**src/rtl/vsd_pkg.sv**
```systemverilog
package vsd_pkg;

   // Registered configuration word
   typedef struct packed {
      logic ref_lead;    // line marker on leading edge
      logic qual_trail;  // detection at trailing edge
      logic v_trail;     // arm on vertical trailing edge
      logic pos_pol;     // inputs active high
   } vsd_cfg_t;

   typedef struct packed {
      logic lead;
      logic trail;
   } vsd_edges_t;

   localparam int unsigned VSD_NUM_CH = 2;
   localparam int unsigned VSD_CH_H   = 0;
   localparam int unsigned VSD_CH_V   = 1;

   function automatic logic vsd_late_mode(input vsd_cfg_t c);
      return c.v_trail & c.qual_trail & c.ref_lead;
   endfunction

endpackage

```
**src/rtl/vsd_sync_chain.sv**
```systemverilog
module vsd_sync_chain #(
   parameter int unsigned STAGES = 2,
   parameter int unsigned WIDTH  = 2
) (
   input  logic             clk_i,
   input  logic             rst_ni,
   input  logic [WIDTH-1:0] d_i,
   output logic [WIDTH-1:0] q_o
);

   if (STAGES < 2) begin : g_bad_stages
      $error("vsd_sync_chain: STAGES must be at least 2");
   end
   if (WIDTH < 1) begin : g_bad_width
      $error("vsd_sync_chain: WIDTH must be at least 1");
   end

   logic [STAGES-1:0][WIDTH-1:0] stg_q;

   always_ff @(posedge clk_i or negedge rst_ni) begin
      if (!rst_ni) begin
         stg_q <= '0;
      end else begin
         stg_q <= {stg_q[STAGES-2:0], d_i};
      end
   end

   assign q_o = stg_q[STAGES-1];

endmodule

```
**src/rtl/vsd_edge_pick.sv**
```systemverilog
module vsd_edge_pick
   import vsd_pkg::*;
#(
   parameter int unsigned WARM = 3
) (
   input  logic       clk_i,
   input  logic       rst_ni,
   input  logic       lvl_i,
   input  logic       pos_pol_i,
   output vsd_edges_t edges_o
);

   localparam int unsigned WARM_W = $clog2(WARM + 1);

   if (WARM < 1) begin : g_bad_warm
      $error("vsd_edge_pick: WARM must be at least 1");
   end

   logic              active;
   logic              active_q;
   logic [WARM_W-1:0] warm_q;
   logic              ready;

   assign active = pos_pol_i ? lvl_i : ~lvl_i;
   assign ready  = (warm_q == WARM_W'(WARM));

   always_ff @(posedge clk_i or negedge rst_ni) begin
      if (!rst_ni) begin
         active_q <= 1'b0;
         warm_q   <= '0;
      end else begin
         active_q <= active;
         if (!ready) warm_q <= warm_q + 1'b1;
      end
   end

   assign edges_o.lead  = ready &  active & ~active_q;
   assign edges_o.trail = ready & ~active &  active_q;

endmodule

```
**src/rtl/vsd_late_tap.sv**
```systemverilog
module vsd_late_tap #(
   parameter int unsigned DELAY = 10
) (
   input  logic clk_i,
   input  logic rst_ni,
   input  logic start_i,
   output logic hit_o
);

   localparam int unsigned CNT_W = $clog2(DELAY + 1);

   if (DELAY < 1) begin : g_bad_delay
      $error("vsd_late_tap: DELAY must be at least 1");
   end

   logic [CNT_W-1:0] cnt_q;
   logic             run_q;

   assign hit_o = run_q && (cnt_q == CNT_W'(DELAY));

   always_ff @(posedge clk_i or negedge rst_ni) begin
      if (!rst_ni) begin
         cnt_q <= '0;
         run_q <= 1'b0;
      end else if (start_i) begin
         cnt_q <= CNT_W'(1);
         run_q <= 1'b1;
      end else if (hit_o) begin
         run_q <= 1'b0;
      end else if (run_q) begin
         cnt_q <= cnt_q + 1'b1;
      end
   end

endmodule

```
**src/rtl/vsd_frame_arm.sv**
```systemverilog
module vsd_frame_arm
   import vsd_pkg::*;
(
   input  logic       clk_i,
   input  logic       rst_ni,
   input  vsd_cfg_t   cfg_i,
   input  vsd_edges_t h_edges_i,
   input  vsd_edges_t v_edges_i,
   input  logic       late_hit_i,
   output logic       frame_o
);

   logic v_sel;
   logic det;
   logic armed_q;
   logic frame_q;

   assign v_sel = cfg_i.v_trail ? v_edges_i.trail : v_edges_i.lead;

   always_comb begin
      if (vsd_late_mode(cfg_i))  det = late_hit_i;
      else if (cfg_i.qual_trail) det = h_edges_i.trail;
      else                       det = h_edges_i.lead;
   end

   always_ff @(posedge clk_i or negedge rst_ni) begin
      if (!rst_ni) begin
         armed_q <= 1'b0;
         frame_q <= 1'b0;
      end else begin
         armed_q <= (armed_q & ~det) | v_sel;
         frame_q <= armed_q & det;
      end
   end

   assign frame_o = frame_q;


   frame_chk: assert property (@(posedge clk_i) disable iff (!rst_ni)
      frame_q |-> $past(armed_q));


   disarm_chk: assert property (@(posedge clk_i) disable iff (!rst_ni)
      frame_q |-> (armed_q == $past(v_sel)));


   late_chk: assert property (@(posedge clk_i) disable iff (!rst_ni)
      (frame_q && $past(vsd_late_mode(cfg_i))) |-> $past(late_hit_i));

endmodule

```
**src/rtl/vsync_detector.sv**
```systemverilog
module vsync_detector
   import vsd_pkg::*;
#(
   parameter int unsigned SYNC_STAGES = 2,
   parameter int unsigned DET_DELAY   = 10
) (
   input  logic clk_i,
   input  logic rst_ni,
   input  logic hsync_i,
   input  logic vsync_i,
   input  logic cfg_pos_pol_i,
   input  logic cfg_v_trail_i,
   input  logic cfg_h_qual_trail_i,
   input  logic cfg_h_ref_lead_i,
   output logic line_start_o,
   output logic frame_start_o
);

   localparam int unsigned WARM_CYC = SYNC_STAGES + 1;

   if (SYNC_STAGES < 2) begin : g_bad_sync
      $error("vsync_detector: SYNC_STAGES must be at least 2");
   end
   if (DET_DELAY < 1) begin : g_bad_delay
      $error("vsync_detector: DET_DELAY must be at least 1");
   end

   vsd_cfg_t                cfg_q;
   logic [VSD_NUM_CH-1:0]   raw_lvl;
   logic [VSD_NUM_CH-1:0]   syn_lvl;
   vsd_edges_t              ch_edges [VSD_NUM_CH];
   logic                    late_hit;
   logic                    line_q;

   always_ff @(posedge clk_i or negedge rst_ni) begin
      if (!rst_ni) begin
         cfg_q <= '0;
      end else begin
         cfg_q <= '{ref_lead:   cfg_h_ref_lead_i,
                    qual_trail: cfg_h_qual_trail_i,
                    v_trail:    cfg_v_trail_i,
                    pos_pol:    cfg_pos_pol_i};
      end
   end

   assign raw_lvl[VSD_CH_H] = hsync_i;
   assign raw_lvl[VSD_CH_V] = vsync_i;

   vsd_sync_chain #(
      .STAGES (SYNC_STAGES),
      .WIDTH  (VSD_NUM_CH)
   ) u_sync (
      .clk_i  (clk_i),
      .rst_ni (rst_ni),
      .d_i    (raw_lvl),
      .q_o    (syn_lvl)
   );

   for (genvar ch = 0; ch < VSD_NUM_CH; ch++) begin : g_ch
      vsd_edge_pick #(
         .WARM (WARM_CYC)
      ) u_edge (
         .clk_i     (clk_i),
         .rst_ni    (rst_ni),
         .lvl_i     (syn_lvl[ch]),
         .pos_pol_i (cfg_q.pos_pol),
         .edges_o   (ch_edges[ch])
      );
   end

   vsd_late_tap #(
      .DELAY (DET_DELAY)
   ) u_late (
      .clk_i   (clk_i),
      .rst_ni  (rst_ni),
      .start_i (ch_edges[VSD_CH_H].lead),
      .hit_o   (late_hit)
   );

   vsd_frame_arm u_arm (
      .clk_i      (clk_i),
      .rst_ni     (rst_ni),
      .cfg_i      (cfg_q),
      .h_edges_i  (ch_edges[VSD_CH_H]),
      .v_edges_i  (ch_edges[VSD_CH_V]),
      .late_hit_i (late_hit),
      .frame_o    (frame_start_o)
   );

   always_ff @(posedge clk_i or negedge rst_ni) begin
      if (!rst_ni) begin
         line_q <= 1'b0;
      end else begin
         line_q <= cfg_q.ref_lead ? ch_edges[VSD_CH_H].lead
                                  : ch_edges[VSD_CH_H].trail;
      end
   end

   assign line_start_o = line_q;


   line_gap_chk: assert property (@(posedge clk_i) disable iff (!rst_ni)
      line_q |=> (!line_q || ($past(cfg_q, 1) != $past(cfg_q, 2))));

endmodule

```
**config.mk**
```make
export PLATFORM = sky130hd
export DESIGN_NAME = vsync_detector
export DESIGN_NICKNAME = d
export VERILOG_FILES = /design/src/rtl/vsd_pkg.sv /design/src/rtl/vsd_sync_chain.sv /design/src/rtl/vsd_edge_pick.sv /design/src/rtl/vsd_late_tap.sv /design/src/rtl/vsd_frame_arm.sv /design/src/rtl/vsync_detector.sv
export SDC_FILE = /design/constraint.sdc
export NUM_CORES = 1
export LEC_CHECK = 0
export BUFFER_PORTS_ARGS = -buffer_cell sky130_fd_sc_hd__clkbuf_2
export CORE_ASPECT_RATIO = 1.2
export CORE_MARGIN = 5
export CORE_UTILIZATION = 54
export CTS_CLUSTER_DIAMETER = 150
export DETAILED_ROUTE_END_ITERATION = 16
export PLACE_DENSITY = 0.74
export SETUP_SLACK_MARGIN = 0.15
export SYNTH_ARGS = -nofsm -noshare
export SYNTH_HDL_FRONTEND = slang
export SYNTH_SLANG_ARGS = --single-unit
```
**constraint.sdc**
```tcl
create_clock -name clk_i -period 1.9 [get_ports clk_i]
set_input_delay 0.38 -clock clk_i [delete_from_list [all_inputs] [get_ports clk_i]]
set_output_delay 0.38 -clock clk_i [all_outputs]
set_load 0.02 [all_outputs]
```
=== Yosys cells after proc, flatten, opt, wreduce, memory -nomap -nowiden ===
Cells that the tools add are included.

* Reduce and logical (&&, ||, !) cells: 4
* Bitwise logic cells: 20
* Muxes and demuxes: 11
* Eq/ne operators: 4
* $add $sub $neg: 3

{| class="wikitable"
|+ Operators with widths
! cell !! number
|-
| AND 1 bit || 12
|-
| two-way mux 4 bit || 3
|-
| two-way mux 1 bit || 8
|-
| NOT 1 bit || 7
|-
| adder 2 x 1 -> 2 bit (second input constant) || 2
|-
| adder 4 x 1 -> 4 bit (second input constant) || 1
|-
| == test 2 bit (second input constant) || 2
|-
| == test 4 bit (second input constant) || 1
|-
| nonzero test 2 bit || 2
|-
| inequality test 2 bit (second input constant) || 1
|-
| AND reduction 2 bit || 1
|-
| logical AND 1 bit || 1
|-
| OR 1 bit || 1
|}

* Bits of input ports: 8
* Flip-flop bits (word level): 22
* Logic and storage cells: 57
* Output and inout bits: 2

=== Logic depth before layout (Yosys ltp) ===
* Depth in word-level cells: 10
* Mapped depth: 5
* Gate-level depth less buffers: 5

=== By module ===
Synthesis repeated with hierarchy kept, for this count alone.

* Cells, all modules: 67
* Area, all modules: 884.6 µm²

{| class="wikitable"
|+ Modules (own cells, without submodules)
! module !! seq. area each (µm²) !! cells an instance !! area an instance (µm²) !! times used
|-
| vsd_edge_pick || 75.1 || 10 || 133.9 || 2
|-
| vsd_late_tap || 125.1 || 25 || 261.5 || 1
|-
| vsync_detector || 125.1 || 6 || 140.1 || 1
|-
| vsd_sync_chain || 100.1 || 6 || 115.1 || 1
|-
| vsd_frame_arm || 50.0 || 10 || 100.1 || 1
|}

=== Worst setup path after synthesis ===
Ideal clock, no wire load.

* Kind: register -> register
* Start point: reg u_late.cnt_q[0]
* End point: reg u_late.cnt_q[2]
* Path buffers: 0
* Setup slack: 0.503 ns
* Stages on the path, launching flop included: 6
* Arrival time: 1.319 ns
* Required time: 1.822 ns
* Clock period less this slack: 1.397 ns
* Library setup time: 0.078 ns
* Cell sequence: dfrtp_1 -> inv_1 -> ha_1 -> and3b_1 -> or4_1 -> a21oi_1

* Cells in the longest elaborated chain, start to end: 4
* Elaborated cells on any way between the ends: 8
* Those cells by class: add/sub (1); eq/ne (2); mux (3); reduce/logical (2)

{| class="wikitable"
|+ Ends and longest elaborated chain
! item !! line !! RTL
|-
| from (decl) || vsd_late_tap.sv:16 || <nowiki>logic [CNT_W-1:0] cnt_q;</nowiki>
|-
| from (signal assigned) || vsd_late_tap.sv:31 || <nowiki>cnt_q <= cnt_q + 1'b1;</nowiki>
|-
| adder 4 x 1 -> 4 bit / == test 4 bit (equally long branches) || vsd_late_tap.sv:31, vsd_late_tap.sv:19 ||
|-
| two-way mux 4 bit / logical AND 1 bit (equally long branches) || vsd_late_tap.sv:30, vsd_late_tap.sv:19 ||
|-
| two-way mux 4 bit / inequality test 2 bit (equally long branches) || -- ||
|-
| two-way mux 4 bit / AND reduction 2 bit (equally long branches) || -- ||
|}

Parallel ways exist; a longest one is shown, timed or not. The select of a mux whose other input is x is not followed.
A chain may end at the register's enable or synchronous reset.

=== Worst setup path in the final report ===
Ends and elaborated chain as after synthesis.

==> results.json <==
{
  "outcome": "completed",
  "netlist_instances": 69,
  "area_growth_pct": 11.69,
  "start_kind": "register",
  "routabilityCongestion": 0.7088,
  "initial_utilization": 0.5547,
  "tns_ns": 0,
  "use_met2": 0.2195,
  "cp-end-kind": "register",
  "synth_edf_count": 0,
  "final.setup_skew_ns": 0.0007846,
  "seq_area_frac_synth": 0.6197,
  "cp_max_fo": 4,
  "finalSetupViolations": 0,
  "drc_errors": 0,
  "async_flop_share": 1.000,
  "critical_path_required_ns": 2.13,
  "drt_first_pass_iters": 4,
  "cts_buffer_depth": 2,
  "ys_ff_latch": 22,
  "synth.avg_cell_area_sq_um": 12.87,
  "post-cts-setup-buffer-count": 0,
  "fp-row-count": 16,
  "ys_types": 25,
  "grt_max_degree": 23,
  "via_count": 523,
  "fp.dieH_microns": 54.43,
  "h-tree-depth": 1,
  "numClockSinks": 22,
  "die_area_sq_um": 2560,
  "report.final.hold_viol_count": 0,
  "root_buffer": "clkbuf_4",
  "syn-num-nets": 81,
  "top_usage_layer": "met2",
  "finalMaxSlewViolations": 0,
  "fin_crit_ns": 1.542,
  "dpl.hpwl_microns": 956.7,
  "clock_latency_ns": 0.30,
  "drive_above_1_share": 0.2317,
  "wl_per_cell_microns": 12.22,
  "criticalPathCategory": "reg2reg",
  "cts-buffers-inserted": 3,
  "grt_usage": 0.1371,
  "holdCritPathClass": "in2async",
  "syn_area_sq_um": 888.4,
  "rsz0062_at_grt": "false",
  "fmax_ghz": 0.6486,
  "antenna_found_initial": 0,
  "arrival_ns": 1.77,
  "ctsHoldBuffers": 0,
  "ios": 10,
  "nets": 95,
  "post-route-period-util": 0.8114,
  "clk_pin_slew_ns": 0.11,
  "grt_pass1_vias": 592,
  "postCtsResizedCells": 0,
  "overflow": 0,
  "vdd_drop_max_mv": 0.5972,
  "use_met3": 0.01974,
  "report.power.total_mw": 1.028,
  "via_per_inst": 5.230,
  "synth-main-ff-cell": "dfrtp_1",
  "antenna_left": 0,
  "io_buffers": 9,
  "power_density_nw_per_um2": 1037,
  "drt_first_iter_violations": 6,
  "grt_pass1_wl_microns": 2442,
  "die_w_microns": 47.03,
  "max_slew_margin": 0.6559,
  "layout_common_cells": "dfrtp_1, clkbuf_2, inv_1",
  "leakage_nw": 0.4638,
  "n_fill_cell": 129,
  "core-area_sq_um": 1602,
  "tightest_slew_ns": 0.5122,
  "max_cap_violations": 0,
  "wirelength_microns": 1222,
  "grt_util_met1": 0.1728,
  "layout_commonest_cell": "dfrtp_1",
  "diodes": 0,
  "ys_warn_count": 0,
  "cts_tree": "built"
}
==> per-layer routing <==
| metal | part of all wire | vias to the layer above |
|---|---|---|
| li1 | - | 264 |
| met1 | 0.43 | 246 |
| met2 | 0.51 | 9 |
| met3 | 0.039 | 4 |
| met4 | 0.021 | 0 |
| met5 | 0 | - |
==> registers in the layout, summed over array words and instances (netlist names) <==
| signal | count |
|---|---|
| u_arm.frame_o | 1 |
| u_sync.q_o | 2 |
| g_ch.u_edge.active_q | 2 |
| cfg_q | 4 |
| u_arm.armed_q | 1 |
| line_start_o | 1 |
| g_ch.u_edge.warm_q | 4 |
| u_sync.stg_q | 2 |
| u_late.cnt_q | 4 |
| u_late.run_q | 1 |
==> metrics by stage <==
stage	worst slack, ns	util	hold WS, ns	instance area, sq um	instances
after floorplan	0.5034	-	0.08441	888.4	69
after global placement	0.3990	0.5969	0.3333	955.9	96
after detailed placement	0.3668	0.5969	0.3418	955.9	96
after CTS	0.3388	0.6195	0.03400	992.2	100
after global routing	0.2257	0.6195	0.06267	992.2	100
final	0.3583	0.6195	0.02854	992.2	100
==> worst max-delay path: stages (launching register included) <==
cell     delay, ns
dfrtp_1       0.42
inv_1         0.08
ha_1          0.21
and3b_1       0.21
or4_1         0.40
a21oi_1       0.16
==> cells by family (layout without fill, tap and decap cells) <==
| logic type | after synthesis | after routing | share of synthesized area |
|---|---|---|---|
| fa+ha+maj | 4 | 4 | 0.05634 |
| mux | 3 | 3 | 0.03662 |
| xor+xnor | 5 | 5 | 0.05776 |
| compound gates | 11 | 11 | 0.08169 |
| flops | 22 | 22 | 0.6197 |
| simple gates | 18 | 18 | 0.1225 |
| buf+inv | 6 | 19 | 0.02535 |
==> path summary, 6_finish.rpt <==
kind                                    startpoint  slack, ns  depth (start not counted)               to
worst max-delay path               u_late.cnt_q[0]       0.36                          5  u_late.cnt_q[2]
worst min-delay path                        rst_ni       0.03                          1  u_sync.stg_q[1]
worst max register to register     u_late.cnt_q[0]       0.36                          5  u_late.cnt_q[2]
worst min register to register     u_sync.stg_q[0]       0.36                          0    u_sync.q_o[0]
max in group asynchronous                   rst_ni       1.53                          1         cfg_q[2]
min in group clk_i              cfg_h_qual_trail_i       0.18                          1         cfg_q[2]
==> cell type report <==
cell class,count,area (sq um),share of cell area
clock buffers,4,36.28,0.03657
inverters,6,22.52,0.02270
multi-input cells,41,315.3,0.3178
flip-flops and latches,22,550.5,0.5549
well taps,18,22.52,0.02270
repair buffers,9,45.04,0.04540
==> cell usage after synthesis, types with 2 or more instances <==
cell type	n	share of area
a21oi_1	4	0.023
dfrtp_1	22	0.62
ha_1	4	0.056
inv_1	5	0.021
mux2_2	2	0.025
nand3b_1	3	0.025
nand4_1	2	0.014
nor2_1	4	0.017
nor3_1	2	0.011
o21ai_0	3	0.017
or3_1	2	0.014
xnor2_1	3	0.030
==> report_power, final <==
group	internal, mW	leakage (nW)	switching [mW]
Sequential	0.533	0.248	0.0566
Combinational	0.0940	0.195	0.0957
Clock	0.117	0.0210	0.132
Power figures use the tool's default switching activity.
